[config.mk]
export PLATFORM = sky130hd
export DESIGN_NAME = irb_bridge
export DESIGN_NICKNAME = d
export VERILOG_FILES = /design/src/rtl/irb_pkg.sv /design/src/rtl/irb_seq.sv /design/src/rtl/irb_irq.sv /design/src/rtl/irb_bridge.sv
export SDC_FILE = /design/constraint.sdc
export NUM_CORES = 1
export LEC_CHECK = 0
export BUFFER_PORTS_ARGS = -buffer_cell sky130_fd_sc_hd__buf_4
export CAP_MARGIN = 20
export CORE_AREA = 2 2 103 105
export CTS_CLUSTER_DIAMETER = 100
export DETAILED_ROUTE_END_ITERATION = 7
export DIE_AREA = 0 0 105 107
export PLACE_DENSITY = 0.75
export SETUP_SLACK_MARGIN = 0.5
export SLEW_MARGIN = 20
export SYNTH_ARGS = -nofsm -noshare
export SYNTH_HDL_FRONTEND = slang
export SYNTH_SLANG_ARGS = --single-unit
[constraint.sdc]
create_clock -name clk -period 2.5 [get_ports clk]
set_clock_uncertainty 0.15 [all_clocks]
set_input_delay 0.5 -clock clk [delete_from_list [all_inputs] [get_ports clk]]
set_output_delay 0.5 -clock clk [all_outputs]
set_load 0.005 [all_outputs]
[src/rtl/irb_pkg.sv]
// Shared constants and types for the indirect register access bridge.
// Assumes a 32-bit host word and an 8-bit target address space.
package irb_pkg;
    localparam int unsigned HOST_DW = 32;
    localparam int unsigned TGT_AW  = 8;
    localparam int unsigned IRQ_N   = 2;

    // Command word bit positions decoded by the host side
    localparam int unsigned CB_BUSY = 31;
    localparam int unsigned CB_SIZE = 25;
    localparam int unsigned CB_DIR  = 24;
    localparam int unsigned CB_UBE  = 20;
    localparam int unsigned CB_LBE  = 16;

    // Word index of each host register (byte offset / 4)
    typedef enum logic [2:0] {
        W_ID    = 3'd0,
        W_CMD   = 3'd1,
        W_LDATA = 3'd2,
        W_UDATA = 3'd3,
        W_IEN   = 3'd4,
        W_IFLG  = 3'd5,
        W_RSV6  = 3'd6,
        W_RSV7  = 3'd7
    } word_e;

    // Stored command fields
    typedef struct packed {
        logic              size;
        logic              dir;
        logic [3:0]        ube;
        logic [3:0]        lbe;
        logic [TGT_AW-1:0] addr;
    } cmd_t;
endpackage

[src/rtl/irb_seq.sv]
// Transfer sequencer: latches one launched transfer, holds the downstream
// request until the acknowledge, and returns lane-masked read data.
// Assumes launch is only raised while idle and dn_ack lasts one cycle.
module irb_seq #(
    parameter int unsigned DN_BYTES = 1,
    localparam int unsigned DN_W = 8 * DN_BYTES
) (
    input  logic                      clk,
    input  logic                      rst_n,
    input  logic                      launch,
    input  logic                      l_we,
    input  logic [irb_pkg::TGT_AW-1:0] l_addr,
    input  logic [DN_BYTES-1:0]       l_strb,
    input  logic [DN_W-1:0]           l_wdata,
    output logic                      busy,
    output logic                      rd_done,
    output logic [DN_W-1:0]           rd_data,
    output logic                      dn_req,
    output logic                      dn_we,
    output logic [irb_pkg::TGT_AW-1:0] dn_addr,
    output logic [DN_BYTES-1:0]       dn_strb,
    output logic [DN_W-1:0]           dn_wdata,
    input  logic [DN_W-1:0]           dn_rdata,
    input  logic                      dn_ack
);
    logic [DN_W-1:0] wmask;

    // Per-lane masking of outgoing write data and returning read data
    for (genvar k = 0; k < DN_BYTES; k++) begin : g_lane
        assign wmask[k*8 +: 8]   = l_strb[k]  ? l_wdata[k*8 +: 8]  : 8'h00;
        assign rd_data[k*8 +: 8] = dn_strb[k] ? dn_rdata[k*8 +: 8] : 8'h00;

        // a lane with its strobe clear carries zero while requesting
        assert_lane_zero_R6: assert property (@(posedge clk) disable iff (!rst_n)
            (dn_req && !dn_strb[k]) |-> (dn_wdata[k*8 +: 8] == 8'h00));
    end

    // Transfer state: set on launch, cleared by the acknowledge
    always_ff @(posedge clk) begin
        if (!rst_n) begin
            busy     <= 1'b0;
            dn_we    <= 1'b0;
            dn_addr  <= '0;
            dn_strb  <= '0;
            dn_wdata <= '0;
        end else if (busy) begin
            if (dn_ack) busy <= 1'b0;
        end else if (launch) begin
            busy     <= 1'b1;
            dn_we    <= l_we;
            dn_addr  <= l_addr;
            dn_strb  <= l_strb;
            dn_wdata <= l_we ? wmask : '0;
        end
    end

    assign dn_req  = busy;
    assign rd_done = busy && dn_ack && !dn_we;

    // request and address hold until acknowledged
    assert_req_hold_R4: assert property (@(posedge clk) disable iff (!rst_n)
        (dn_req && !dn_ack) |=> (dn_req && $stable(dn_addr) && $stable(dn_we)));

    // request drops the cycle after the acknowledge
    assert_ack_ends_R4: assert property (@(posedge clk) disable iff (!rst_n)
        (dn_req && dn_ack) |=> !dn_req);
endmodule

[src/rtl/irb_irq.sv]
// Interrupt gathering: edge-detects each request line into a flag,
// clears flags written with 1, and gates them with an enable register.
// Assumes one host write per cycle to either register.
module irb_irq #(
    parameter int unsigned N = irb_pkg::IRQ_N
) (
    input  logic         clk,
    input  logic         rst_n,
    input  logic [N-1:0] src,
    input  logic         en_wr,
    input  logic         clr_wr,
    input  logic [N-1:0] wval,
    output logic [N-1:0] en_q,
    output logic [N-1:0] flg_q,
    output logic         irq_out
);
    logic [N-1:0] src_q;
    logic [N-1:0] rise;
    logic [N-1:0] clr;

    assign rise = src & ~src_q;
    assign clr  = clr_wr ? wval : '0;

    // Request history for edge detection
    always_ff @(posedge clk) begin
        if (!rst_n) src_q <= '0;
        else        src_q <= src;
    end

    // Enable register, host written
    always_ff @(posedge clk) begin
        if (!rst_n)     en_q <= '0;
        else if (en_wr) en_q <= wval;
    end

    // Flags: write-1 clear, a new edge wins over a clear
    always_ff @(posedge clk) begin
        if (!rst_n) flg_q <= '0;
        else        flg_q <= (flg_q & ~clr) | rise;
    end

    assign irq_out = |(flg_q & en_q);

    for (genvar i = 0; i < N; i++) begin : g_chk
        // a rising request sets its flag on the next cycle
        assert_edge_sets_R8: assert property (@(posedge clk) disable iff (!rst_n)
            rise[i] |=> flg_q[i]);
    end

    // nothing enabled means no interrupt
    assert_masked_quiet_R9: assert property (@(posedge clk) disable iff (!rst_n)
        (en_q == '0) |-> !irq_out);
endmodule

[src/rtl/irb_bridge.sv]
// Indirect register access bridge top: decodes the host register window,
// holds command and data words, launches transfers through the sequencer
// and maps the interrupt block. Assumes hst_cs lasts one cycle per access
// and that DN_BYTES is between 1 and 4.
module irb_bridge #(
    parameter logic [31:0] ID_VALUE = 32'h1B7D_0102,
    parameter int unsigned DN_BYTES = 1,
    parameter int unsigned HADDR_W  = 8,
    localparam int unsigned DN_W = 8 * DN_BYTES
) (
    input  logic               clk,
    input  logic               rst_n,
    input  logic               hst_cs,
    input  logic               hst_we,
    input  logic [HADDR_W-1:0] hst_addr,
    input  logic [31:0]        hst_wdata,
    output logic [31:0]        hst_rdata,
    output logic               dn_req,
    output logic               dn_we,
    output logic [7:0]         dn_addr,
    output logic [DN_BYTES-1:0] dn_strb,
    output logic [DN_W-1:0]    dn_wdata,
    input  logic [DN_W-1:0]    dn_rdata,
    input  logic               dn_ack,
    input  logic [1:0]         irq_src,
    output logic               irq_out
);
    import irb_pkg::*;

    logic        hit;
    word_e       word;
    logic        wr_cmd, wr_ldata, wr_udata, wr_ien, wr_iflg;
    cmd_t        cmd_q;
    logic        armed;
    logic [31:0] ldata_q, udata_q;
    logic        busy, launch, l_we, rd_done;
    logic [TGT_AW-1:0]   l_addr;
    logic [DN_BYTES-1:0] l_strb;
    logic [DN_W-1:0]     rd_data;
    logic [IRQ_N-1:0]    ien_q, iflg_q;

    // Address decode: aligned words inside the first 32 bytes
    assign hit  = hst_cs && (hst_addr[1:0] == 2'b00) && (hst_addr[HADDR_W-1:5] == '0);
    assign word = word_e'(hst_addr[4:2]);

    assign wr_cmd   = hit && hst_we && (word == W_CMD);
    assign wr_ldata = hit && hst_we && (word == W_LDATA);
    assign wr_udata = hit && hst_we && (word == W_UDATA);
    assign wr_ien   = hit && hst_we && (word == W_IEN);
    assign wr_iflg  = hit && hst_we && (word == W_IFLG);

    // Command register: captured only while idle
    always_ff @(posedge clk) begin
        if (!rst_n) cmd_q <= '0;
        else if (wr_cmd && !busy)
            cmd_q <= '{size: hst_wdata[CB_SIZE], dir: hst_wdata[CB_DIR],
                       ube: hst_wdata[CB_UBE +: 4], lbe: hst_wdata[CB_LBE +: 4],
                       addr: hst_wdata[TGT_AW-1:0]};
    end

    // Write arming: a write command waits for the following data write
    always_ff @(posedge clk) begin
        if (!rst_n) armed <= 1'b0;
        else if (!busy) begin
            if (wr_cmd)                armed <= !hst_wdata[CB_DIR];
            else if (wr_ldata && armed) armed <= 1'b0;
        end
    end

    // Launch selection: a read command goes at once, an armed write on data
    assign launch = !busy && ((wr_cmd && hst_wdata[CB_DIR]) || (wr_ldata && armed));
    assign l_we   = !wr_cmd;
    assign l_addr = wr_cmd ? hst_wdata[TGT_AW-1:0] : cmd_q.addr;
    assign l_strb = wr_cmd ? hst_wdata[CB_LBE +: DN_BYTES] : cmd_q.lbe[DN_BYTES-1:0];

    // Lower data: read result or idle host write
    always_ff @(posedge clk) begin
        if (!rst_n)                 ldata_q <= '0;
        else if (rd_done)           ldata_q <= 32'(rd_data);
        else if (wr_ldata && !busy) ldata_q <= hst_wdata;
    end

    // Upper data: plain host storage, frozen while busy
    always_ff @(posedge clk) begin
        if (!rst_n)                 udata_q <= '0;
        else if (wr_udata && !busy) udata_q <= hst_wdata;
    end

    irb_seq #(.DN_BYTES(DN_BYTES)) u_seq (
        .clk     (clk),
        .rst_n   (rst_n),
        .launch  (launch),
        .l_we    (l_we),
        .l_addr  (l_addr),
        .l_strb  (l_strb),
        .l_wdata (hst_wdata[DN_W-1:0]),
        .busy    (busy),
        .rd_done (rd_done),
        .rd_data (rd_data),
        .dn_req  (dn_req),
        .dn_we   (dn_we),
        .dn_addr (dn_addr),
        .dn_strb (dn_strb),
        .dn_wdata(dn_wdata),
        .dn_rdata(dn_rdata),
        .dn_ack  (dn_ack)
    );

    irb_irq #(.N(IRQ_N)) u_irq (
        .clk     (clk),
        .rst_n   (rst_n),
        .src     (irq_src),
        .en_wr   (wr_ien),
        .clr_wr  (wr_iflg),
        .wval    (hst_wdata[IRQ_N-1:0]),
        .en_q    (ien_q),
        .flg_q   (iflg_q),
        .irq_out (irq_out)
    );

    // Host read mux, combinational
    always_comb begin
        hst_rdata = '0;
        if (hit) begin
            case (word)
                W_ID:    hst_rdata = ID_VALUE;
                W_CMD:   hst_rdata = {busy, 5'd0, cmd_q.size, cmd_q.dir,
                                      cmd_q.ube, cmd_q.lbe, 8'd0, cmd_q.addr};
                W_LDATA: hst_rdata = ldata_q;
                W_UDATA: hst_rdata = udata_q;
                W_IEN:   hst_rdata = 32'(ien_q);
                W_IFLG:  hst_rdata = 32'(iflg_q);
                default: hst_rdata = '0;
            endcase
        end
    end

    // a command write while busy leaves the command untouched
    assert_cmd_frozen_R5: assert property (@(posedge clk) disable iff (!rst_n)
        (wr_cmd && busy) |=> $stable(cmd_q));

    // a data write with nothing armed starts no transfer
    assert_no_unarmed_R3: assert property (@(posedge clk) disable iff (!rst_n)
        (wr_ldata && !armed && !busy) |=> !busy);

    // an idle read command starts a downstream read
    assert_read_launch_R2: assert property (@(posedge clk) disable iff (!rst_n)
        (wr_cmd && hst_wdata[CB_DIR] && !busy) |=> (dn_req && !dn_we));
endmodule

### After elaboration in Yosys (flattened, before gate mapping)

Cells that the tools add are included.

* add/sub/neg operators: 0
* multiply operators: 0
* div/mod/pow operators: 0
* magnitude comparators: 0
* eq/ne operators: 5
* shifts and indexed selects: 0
* multiplexer cells: 15
* bitwise operators: 8
* reduce and logical (&&, ||, !) cells: 30

Operators by type and width (number)
* case mux 32 bit (6 select lines): 1
* 2-to-1 mux 8 bit: 6
* 2-to-1 mux 32 bit: 1
* logical AND 1 bit: 16
* AND 2 bit: 3
* == test 3 x 2 -> 1 bit (second input constant): 2
* == test 3 bit (second input constant): 2
* logical NOT 3 bit: 2
* 2-to-1 mux 1 bit: 6
* logical NOT 1 bit: 4
* NOT 2 bit: 2
* AND reduction 2 bit: 2
* nonzero test 2 bit: 2
* OR reduction 2 bit: 2
* == test 3 x 1 -> 1 bit (second input constant): 1
* logical NOT 2 bit: 1
* 2-to-1 mux 2 bit: 1
* NOT 1 bit: 2
* bitwise OR 2 bit: 1
* logical OR 1 bit: 1

* bits in registers: 108
* latch bits: 0
* RAM bits: 0
* bits in read-only memories: 0
* bits of input ports: 55
* output and inout port bits: 52
* word-level logic and storage cells: 75
* memories: 0

### Longest topological paths before layout

Gate-level depths: netlist of run 1.

* depth after elaboration: 10
* mapped depth: 7
* gate-level depth less buffers: 4

### Modules after synthesis

Synthesis of run 1 repeated with hierarchy kept, for this count alone.

* cells, all modules: 608
* area, all modules: 4994.8 sq um

By module, submodules not included
* irb_bridge: times used 1, cells each 510, area each 4021.4 sq um, seq. area each 1661.6 sq um
* irb_seq: times used 1, cells each 79, area each 754.5 sq um, seq. area each 380.4 sq um
* irb_irq: times used 1, cells each 19, area each 219.0 sq um, seq. area each 120.1 sq um

### Worst setup path before layout of run 1

Ideal clock, no wire load.

* kind: input to output
* start point: in hst_addr[7]
* end point: out hst_rdata[16]
* arrival time: 1813 ps
* required time: 1850 ps
* path slack: 37 ps
* cell stages on the path: 6
* cell sequence: nor4b_1 buf_2 nand2_1 or2_2 clkbuf_1 a211oi_1

* longest elaborated chain between the ends: 3

RTL lines
* start, declared: line irb_bridge.sv:15 `input logic [HADDR_W-1:0] hst_addr,`
* logical NOT 3 bit: line irb_bridge.sv:43 `assign hit = hst_cs && (hst_addr[1:0] == 2'b00) && (hst_addr[HADDR_W-1:5] == '0);`
* logical AND 1 bit: line irb_bridge.sv:43
* 2-to-1 mux 32 bit: line irb_bridge.sv:124 `if (hit) begin`
* end, declared: line irb_bridge.sv:17 `output logic [31:0] hst_rdata,`

No other way between the ends.

### Worst setup path in the final report of run 1

* start point: in hst_addr[6]
* end point: out hst_rdata[25]

Same word-level chain as after synthesis.

==> summary.md, run 1 <==
| Metric | Value |
|---|---|
| Sequential cell area | `2170 um^2` |
| Post-layout util | `65.9%` |
| CTS H-tree lvls | `3` |
| Sw frac | `25.5%` |
| Ys Warns | `0` |
| DIE AREA | `11200 um^2` |
| Antenna diode instance count | `0` |
| Crit path buffers/inverters | `2` |
| TritonCTS Buffers | `9` |
| XOR/XNOR Fraction of Synth Area | `0%` |
| Vias in the first global route | `4600` |
| Seq/Total Area, Yosys | `43.8%` |
| Post-route DRC | `0` |
| Delay-heaviest family, CP | `simple AND/OR/NAND/NOR gates` |
| Dpl hpwl | `9190 um` |
| Met2 Use GR | `42.3%` |
| GP Congestion | `0.844` |
| Synth Area in Adders | `0%` |
| Routed wire length | `14400 um` |
| Total gr overflow | `0` |
| Skew-Pair Late Insertion Delay | `370 ps` |
| Hold Fails Final Rpt | `0` |
| Area Growth Syn to Fin | `34.7%` |
| Status | `complete, no violations` |
| Die width | `105 um` |
| Slowest library cell on the worst path | `nor4b_4` |
| Startpoint Class | `input port` |
| Post-Syn Area | `4940 um^2` |
| Post-synthesis mux area share | `10.0%` |
| Yosys cell types | `44` |
| Clk network pwr share | `36.6%` |
| Met1 GRT Util | `33.0%` |
| Fraction of layout cells with a size suffix above 1 | `31.5%` |
| Relative slew slack | `62.7%` |
| Global-route wire length before repair | `22800 um` |
| Critical path capture point type | `output pin` |
| Post-synth EDFFs | `0` |
| Final Critical Period | `2360 ps` |
| Core ar. | `10100 um^2` |
| Die Y | `107 um` |
| Leak | `2.52 nW` |
| Multi-input logic area | `2850 um^2` |
| # setup viols final | `0` |
| Clock-pin slew on the worst setup and hold paths | `110 ps` |
| Combinational Power Share | `8.4%` |
| # IOs | `107` |
| Cell Rows | `37` |
| Max_cap viols | `0` |
| Internal | `2.34 mW` |
| TritonCTS clock tree | `yes` |
| Ys async rst share | `0%` |
| Switch Pwr | `0.803 mW` |
| Port bufs | `106` |
| VDD IR max | `0.369 mV` |
| Total track usage | `25.2%` |
| Root cell of the clock tree | `clkbuf_8` |
| Clock sink count | `108` |
| Arrival time worst endpoint | `1710 ps` |
| Setup Total Neg Slack | `0 ps` |
| Post-Syn Nets | `653` |
| Avg Vias per Cell | `5.58` |
| Worst Path Required | `1850 ps` |
| Synth Area in Simple Gates | `22.0%` |
| Grt peak-use layer | `met2` |
| Number of synthesized register bits | `108` |
| DR iter-0 viols | `339` |
| Initial antenna violation count | `0` |
| Critical-path cell list | `buf_8, nor4b_4, nand2_4, or2_4, a211oi_2, buf_4` |
| Fin crit share | `94.3%` |
| Starting Density | `48.9%` |
| Final net count | `762` |
| Drt wl/cell | `17.0 um` |
| Worst path max stage delay | `350 ps` |
| M3 GR Usage | `4.92%` |
| RSZ-0062 raised after global routing | `yes` |
| Sequential share of power | `55.0%` |
| Actual slew at the worst max-slew pin | `558 ps` |
| Largest family of logic cells by synthesized area | `simple AND/OR/NAND/NOR gates` |
| Top FF cell, synth | `dfxtp_1` |
| Slew Limit Fails | `0` |
| Avg Cell Area, Syn | `8.25 um^2` |
| Hold Crit Class | `input port to register` |
| Cell Pwr Density | `473 nW/um^2` |
| Initial DRT Pass Iterations | `8` |
| CP max FO | `5` |
| Post-synthesis compound-gate area fraction | `19.6%` |
| Fmax | `424 MHz` |
| Clock Tree Buf Depth | `2` |
| Via count | `4732` |
| Cells after Synth | `598` |
| Crit Path Class | `input port to output pin` |
| Largest net degree at the start of global routing | `51` |
| Number of fill cells | `806` |
| ANT nets after route | `0` |
[final timing paths]
| check | start | endpoint | slack (ps) | cells past startpoint |
|---|---|---|---|---|
| max | hst_addr[6] | hst_rdata[25] | 140 | 6 |
| min | dn_rdata[4] | ldata_q[4] | 170 | 3 |
| max reg2reg | u_seq.busy | u_seq.dn_addr[7] | 570 | 6 |
| min reg2reg | u_seq.dn_wdata[4] | u_seq.dn_wdata[4] | 310 | 2 |
[synthesized netlist by cell type (all sizes together), types with 3 or more instances]
cell    number  area [um^2]
a31oi        3         18.8
buf         20          116
dfxtp      108         2160
a21oi       29          145
a21boi      52          390
nor3b        3         22.5
nor2        34          128
nor2b        3         18.8
mux2i       37          370
clkbuf      25         93.8
o21ai       16         80.1
nand3b       3         22.5
o211a       10          100
nand3       14         70.1
mux2        11          124
a22oi        9         67.6
and2         3         18.8
a211oi       9         67.6
inv          5         18.8
nand2      180          676
[kinds of logic after synthesis]
family | Yosys count
flip-flops | 108
AO/OA/AOI/OAI | 137
multiplexers | 48
AND/OR/NAND/NOR | 255
buffers and inverters | 50
[metrics by stage]
stage	cells	hold slack, ps	power [mW]	worst slack, ps	instance area [um^2]
after global placement	823	288	2.01	76.9	6080
after floorplan	598	282	1.88	247	5100
after global routing	848	159	3.23	101	6650
after detailed placement	823	294	2.01	43.7	6080
after CTS	845	160	3.14	129	6490
final	848	168	3.14	143	6650
[flip-flops by register name, indices dropped and copies added, names as in the netlist]
| signal | cells |
|---|---|
| u_irq.flg_q | 2 |
| u_seq.dn_strb | 1 |
| u_seq.dn_we | 1 |
| udata_q | 32 |
| u_seq.dn_wdata | 8 |
| cmd_q | 18 |
| ldata_q | 32 |
| u_seq.busy | 1 |
| u_seq.dn_addr | 8 |
| u_irq.en_q | 2 |
| u_irq.src_q | 2 |
| armed | 1 |
[placed cells by master (no fill, tap or decap), types with 7 or more instances in the layout]
master	instances
nand3_2	8
mux2_2	11
o211a_1	10
nand2_1	179
a21boi_0	48
a22oi_1	9
nor2_1	13
clkbuf_8	9
buf_6	14
a211oi_2	9
buf_12	7
buf_4	117
nor2_2	8
nor2_4	13
a21oi_1	28
mux2i_1	37
o21ai_0	8
o21ai_1	8
dfxtp_1	106
[what timing repair did]
action | CTS | global route
cloned | 4 | 0
pin swaps | 19 | 5
setup endpoints to repair | 41 | 66
buffers inserted | 2 | 3
gates resized for setup | 36 | 32
hold buffers | 0 | 0
[area by class of cell]
class                      instances  area share, %
clock inverter                     7           1.35
inverter                           5          0.282
timing repair buffer             141           18.6
multi-input combinational        442           42.8
sequential                       108           32.6
tap                              136           2.56
clock buffer                       9           1.86
[power by group through the flow]
| stage | Sequential, mW | Combinational [mW] | Clock (mW) |
|---|---|---|---|
| floorplan | 1.77 | 0.110 | 0 |
| global placement | 1.77 | 0.237 | 0 |
| detailed placement | 1.77 | 0.242 | 0 |
| CTS | 1.73 | 0.249 | 1.17 |
| global route | 1.73 | 0.278 | 1.23 |
| finish | 1.73 | 0.264 | 1.15 |
[worst reg2reg max path, delay by kind of cell, from the launching register on]
kind | cells | cell delay (ps)
simple gates | 2 | 630
buf+inv | 2 | 370
compound gates | 2 | 320
flops | 1 | 380
[metal layers]
layer  wire (um)  part of all wire [%]
met1        6180                    43
met2        6960                    48
met3        1050                   7.3
met4         249                   1.7
met5           0                     0
No activity file was read; power rests on OpenSTA's default activity.
==> inputs of run 2 (changes only) <==
--- a/config.mk
+++ b/config.mk
@@ -7,11 +7,13 @@
 export LEC_CHECK = 0
 export BUFFER_PORTS_ARGS = -buffer_cell sky130_fd_sc_hd__buf_4
 export CAP_MARGIN = 20
-export CORE_AREA = 2 2 103 105
+export CELL_PAD_IN_SITES_DETAIL_PLACEMENT = 1
+export CELL_PAD_IN_SITES_GLOBAL_PLACEMENT = 1
+export CORE_AREA = 2 2 115 117
 export CTS_CLUSTER_DIAMETER = 100
 export DETAILED_ROUTE_END_ITERATION = 7
-export DIE_AREA = 0 0 105 107
-export PLACE_DENSITY = 0.75
+export DIE_AREA = 0 0 117 119
+export PLACE_DENSITY = 0.8
 export SETUP_SLACK_MARGIN = 0.5
 export SLEW_MARGIN = 20
 export SYNTH_ARGS = -nofsm -noshare
==> run 2 against run 1 <==
Maximum frequency is 3.9% lower. Final area increased by 11%. Critical endpoint unchanged. Largest cell class unchanged. Sequential share of layout area down 3.3 points.
==> summary.md, run 2 (synthesized netlist as in run 1, its figures left out) <==
| Metric | Value |
|---|---|
| Reg-to-reg slack, setup | `450 ps` |
| Setup Total Neg Slack | `0 ps` |
| Slew Limit Fails | `0` |
| Critical path capture point type | `output pin` |
| Fmax | `408 MHz` |
| Reg2Reg Capture Point | `ldata_q[1]` |
| Clock Tree Buf Depth | `2` |
| Design Area, Final | `7400 um^2` |
| Slowest library cell on the worst path | `nor4b_4` |
| Skew-Pair Late Insertion Delay | `350 ps` |
| Most frequent cells in the layout | `nand2_1, buf_4, dfxtp_1` |
| CP max FO | `8` |
| Crit Path Class | `input port to output pin` |
| Die width | `117 um` |
| Number of fill cells | `1453` |
| CTS H-tree lvls | `3` |
| Worst reg-to-reg path cell count | `7` |
| Largest registers | `ldata_q (32), udata_q (32), cmd_q (18)` |
| Hold Crit Class | `input port to register` |
| ANT nets after route | `0` |
| WHS Endpoint | `ldata_q[5]` |
| Dpl hpwl | `11100 um` |
| Arrival time worst endpoint | `1800 ps` |
| Vias in the first global route | `5341` |
| TritonCTS clock tree | `yes` |
| Total track usage | `26.3%` |
| Total Power | `3.65 mW` |
| Core ar. | `12900 um^2` |
| RSZ-0062 raised after global routing | `yes` |
| Placed insts | `868` |
| Antenna diode instance count | `0` |
| Fin crit share | `98.1%` |
| Cell Pwr Density | `493 nW/um^2` |
| Root cell of the clock tree | `clkbuf_16` |
| Port bufs | `106` |
| Drt wl/cell | `21.5 um` |
| Initial antenna violation count | `0` |
| Fraction of layout cells with a size suffix above 1 | `36.0%` |
| Total gr overflow | `0` |
| Die Y | `119 um` |
| DR iter-0 viols | `252` |
| Crit path buffers/inverters | `3` |
| Cell Rows | `42` |
| Max_cap viols | `0` |
| Sequential cell area | `2170 um^2` |
| DIE AREA | `13900 um^2` |
| Hold Path Cell Cnt | `3` |
| # setup viols final | `0` |
| GP Congestion | `0.768` |
| VDD IR max | `0.284 mV` |
| Starting Density | `38.3%` |
| # IOs | `107` |
| Global-route wire length before repair | `28100 um` |
| Clock sink count | `108` |
| Post-route DRC | `0` |
| Leak | `2.80 nW` |
| Clock-pin slew on the worst setup and hold paths | `70 ps` |
| Via count | `5015` |
| Final net count | `794` |
| Multi-input logic area | `2950 um^2` |
| Status | `complete, no violations` |
| Area Growth Syn to Fin | `49.8%` |
| Relative slew slack | `54.1%` |
| Placed cell areas | `6150 um^2` |
| Finished Layout Cells | `920` |
| Worst r2r src | `u_seq.busy` |
| Hold Fails Final Rpt | `0` |
| Hold path startpoint | `dn_rdata[5]` |
| Avg Vias per Cell | `5.45` |
| Commonest non-fill, non-tap cell in the layout | `nand2_1` |
| TritonCTS Buffers | `9` |
| Largest net degree at the start of global routing | `41` |
| Initial DRT Pass Iterations | `4` |
| Actual slew at the worst max-slew pin | `686 ps` |
| Delay-heaviest family, CP | `simple AND/OR/NAND/NOR gates` |
| Critical-path cell list | `buf_8, nor4b_4, nand2_4, or2_4, buf_12, a211oi_4, buf_4` |
| Routed wire length | `19700 um` |
| Worst Path Required | `1850 ps` |
| Startpoint Class | `input port` |
| Final Critical Period | `2450 ps` |
| Worst path max stage delay | `330 ps` |
[run 2: cell count changes in the layout (fill, tap and decap cells not counted), moves of 5 or more]
cell	before	now
a211oi_2	9	4
nor2_4	13	20
nor2_2	8	3
o21ai_0	8	0
buf_6	14	34
nand2_1	179	172
o21ai_1	8	15
clkbuf_16	0	11
clkbuf_8	9	3
a211oi_4	0	5
[run 2: repair_timing]
action | CTS | global route
gates resized for setup | 34 | 107
setup buffers | 15 | 14
hold buffers | 0 | 0
pin swaps | 16 | 21
cloned | 4 | 3
endpoints found under the setup margin | 41 | 82
[run 2: tightest hold or removal path: stages]
cell     delay [ps]
buf_4            80
nand2_1          40
o21ai_1          50
[run 2: how the worst max path moves through the flow]
stage,slack (ps),end,cells past startpoint,from
floorplan,250,hst_rdata[16],6,hst_addr[7]
global placement,40,hst_rdata[7],7,hst_addr[7]
detailed placement,9,hst_rdata[8],7,hst_addr[7]
CTS,60,hst_rdata[21],7,hst_addr[5]
global route,-4,hst_rdata[25],7,hst_addr[6]
finish,50,hst_rdata[25],7,hst_addr[6]
[run 2: per-stage QoR]
stage / util, % / hold slack [ps] / setup slack (ps)
after floorplan: - / 282 / 247
final: 57.4 / 193 / 46.6
after CTS: 53.2 / 187 / 62.0
after global routing: 57.4 / 221 / -4.06
after detailed placement: 47.7 / 294 / 8.95
after global placement: 47.7 / 288 / 43.8
[run 2: area by class of cell]
class | instances | area share, %
clock buffer | 13 | 3.65
clock inverter | 3 | 0.914
inverter | 5 | 0.254
multi-input combinational | 440 | 39.9
sequential | 108 | 29.3
tap | 176 | 2.98
timing repair buffer | 175 | 23.0
[run 2: per-layer routing]
metal	routed length, um	share of wire (%)	GRT usage, %
met1	7820	40	31.1
met2	10400	53	46.0
met3	954	4.8	5.45
met4	586	3.0	10.1
met5	0	0	0
[run 2: report_power, final]
part / switching [mW] / internal [mW] / total, mW / leakage (nW)
combinational: 0.164 / 0.137 / 0.302 / 1.77
clock: 0.656 / 0.962 / 1.62 / 0.162
sequential: 0.00420 / 1.72 / 1.73 / 0.871
==> inputs of run 3 (changes only) <==
--- a/config.mk
+++ b/config.mk
@@ -7,7 +7,7 @@
 export LEC_CHECK = 0
 export BUFFER_PORTS_ARGS = -buffer_cell sky130_fd_sc_hd__buf_4
 export CAP_MARGIN = 20
-export CELL_PAD_IN_SITES_DETAIL_PLACEMENT = 1
+export CELL_PAD_IN_SITES_DETAIL_PLACEMENT = 0
 export CELL_PAD_IN_SITES_GLOBAL_PLACEMENT = 1
 export CORE_AREA = 2 2 115 117
 export CTS_CLUSTER_DIAMETER = 100
==> run 3 against run 2 <==
Register-to-register slack better by 100 ps. Worst setup slack improved by 40 ps. Core utilization shrank 2.8 points. Critical path type unchanged. Largest cell class unchanged. Critical endpoint is now hst_rdata[22].
==> summary.md, run 3 (synthesized netlist as in run 1, its figures left out) <==
| Metric | Value |
|---|---|
| Clock-pin slew on the worst setup and hold paths | `70 ps` |
| Hold Crit Class | `input port to register` |
| Post-route DRC | `0` |
| Worst reg-to-reg path cell count | `7` |
| VDD IR max | `0.316 mV` |
| Avg Vias per Cell | `5.16` |
| Global-route wire length before repair | `23200 um` |
| Clock Tree Buf Depth | `2` |
| Reg-to-reg slack, setup | `550 ps` |
| Cell Rows | `42` |
| Startpoint Class | `input port` |
| # IOs | `107` |
| Largest net degree at the start of global routing | `41` |
| Slew Limit Fails | `0` |
| Largest registers | `ldata_q (32), udata_q (32), cmd_q (18)` |
| Starting Density | `38.3%` |
| Slowest library cell on the worst path | `nor4b_4` |
| Dpl hpwl | `9580 um` |
| Core ar. | `12900 um^2` |
| Critical path capture point type | `output pin` |
| Antenna diode instance count | `0` |
| Internal | `2.53 mW` |
| CP max FO | `8` |
| Commonest non-fill, non-tap cell in the layout | `nand2_1` |
| Skew-Pair Late Insertion Delay | `350 ps` |
| Routed wire length | `15400 um` |
| TritonCTS Buffers | `9` |
| Sequential cell area | `2170 um^2` |
| Setup crit end | `hst_rdata[22]` |
| Sequential share of power | `51.9%` |
| CTS H-tree lvls | `3` |
| Clk network pwr share | `39.8%` |
| Crit Path Class | `input port to output pin` |
| ANT nets after route | `0` |
| Worst path max stage delay | `340 ps` |
| Critical-path cell list | `buf_8, nor4b_4, nand2_4, or2_4, a211oi_2, buf_4` |
| Setup Total Neg Slack | `0 ps` |
| Root cell of the clock tree | `clkbuf_16` |
| Fin crit share | `96.5%` |
| Vias in the first global route | `4459` |
| DR iter-0 viols | `237` |
| Cts hold-fix bufs | `0` |
| Worst r2r src | `u_seq.busy` |
| Via count | `4663` |
| GP Congestion | `0.768` |
| Reg2Reg Capture Point | `ldata_q[3]` |
| Leak | `2.64 nW` |
| Final hold slack | `195 ps` |
| Drt wl/cell | `17.1 um` |
| Stages on the worst setup path | `6` |
| Worst Path Required | `1850 ps` |
| Number of fill cells | `1161` |
| Clock sink count | `108` |
| # setup viols final | `0` |
| Final Critical Period | `2410 ps` |
| TritonCTS clock tree | `yes` |
| DIE AREA | `13900 um^2` |
| RSZ-0062 raised after global routing | `yes` |
| Hold Fails Final Rpt | `0` |
| Total track usage | `21.7%` |
| Final net count | `777` |
| Max_cap viols | `0` |
| Initial antenna violation count | `0` |
| Total gr overflow | `0` |
| Initial DRT Pass Iterations | `5` |
| Most frequent cells in the layout | `nand2_1, buf_4, dfxtp_1` |
| Area Growth Syn to Fin | `42.5%` |
| Relative slew slack | `62.2%` |
| Die width | `117 um` |
| Delay-heaviest family, CP | `simple AND/OR/NAND/NOR gates` |
| Crit path buffers/inverters | `2` |
| Fmax | `414 MHz` |
| Arrival time worst endpoint | `1760 ps` |
| Cell Pwr Density | `473 nW/um^2` |
| Actual slew at the worst max-slew pin | `565 ps` |
| Status | `complete, no violations` |
| Sw frac | `24.0%` |
| Switch Pwr | `0.799 mW` |
| Combinational Power Share | `8.2%` |
| Fraction of layout cells with a size suffix above 1 | `33.6%` |
| Critical path origin | `hst_addr[6]` |
| Multi-input logic area | `2910 um^2` |
| Die Y | `119 um` |
| Port bufs | `106` |
-- run 3: cell types whose count changed in the layout (fill, tap and decap cells not counted), sizes merged --
cell | previous run | this run
bufinv | 2 | 0
or2 | 1 | 2
buf | 173 | 155
clkbuf | 15 | 12
clkinv | 0 | 4
inv | 5 | 6
-- run 3: worst min path at each step --
stage | endpoint | startpoint | cells past startpoint
floorplan | udata_q[31] | udata_q[31] | 2
global placement | u_seq.dn_wdata[0] | u_seq.dn_wdata[0] | 2
detailed placement | u_seq.dn_wdata[0] | u_seq.dn_wdata[0] | 2
CTS | ldata_q[2] | dn_rdata[2] | 3
global route | ldata_q[7] | dn_rdata[7] | 3
finish | ldata_q[5] | dn_rdata[5] | 3
-- run 3: layout make-up --
type	count	share of cell area, %
Multi-Input combinational cell	441	41.4
Inverter	5	0.267
Timing Repair Buffer	157	20.5
Clock buffer	10	3.26
Sequential cell	108	30.8
Clock inverter	6	0.569
Tap cell	176	3.13
-- run 3: timing repair --
item,CTS,global route
setup buffers,3,11
resized for setup,57,52
pin swaps,31,6
endpoints found under the setup margin,41,60
cloned,3,2
-- run 3: layer usage --
layer	GRT usage, %	vias up	wire, um
li1	-	2290	-
met1	28.6	2221	6790
met2	35.7	138	7560
met3	4.27	14	857
met4	6.40	0	202
met5	0	-	0
-- run 3: power by group through the flow --
| stage | Clock (mW) | Combinational (mW) | Sequential [mW] |
|---|---|---|---|
| after floorplan | 0 | 0.110 | 1.77 |
| after global placement | 0 | 0.244 | 1.77 |
| after detailed placement | 0 | 0.246 | 1.77 |
| after CTS | 1.36 | 0.261 | 1.73 |
| after global routing | 1.42 | 0.291 | 1.73 |
| final | 1.33 | 0.274 | 1.73 |
-- run 3: tightest hold or removal path, cell delays in order --
cell	delay [ps]
buf_4	80
nand2_1	30
o21ai_1	50
-- run 3: stage by stage --
step	setup slack (ps)	util [%]	power (mW)	cells	cell area, um^2
finish	86.8	54.6	3.33	903	7030
global route	62.2	54.6	3.44	903	7030
global placement	43.8	47.7	2.01	868	6150
floorplan	247	-	1.88	598	5100
CTS	75.7	52.1	3.35	890	6710
detailed placement	26.5	47.7	2.01	868	6150
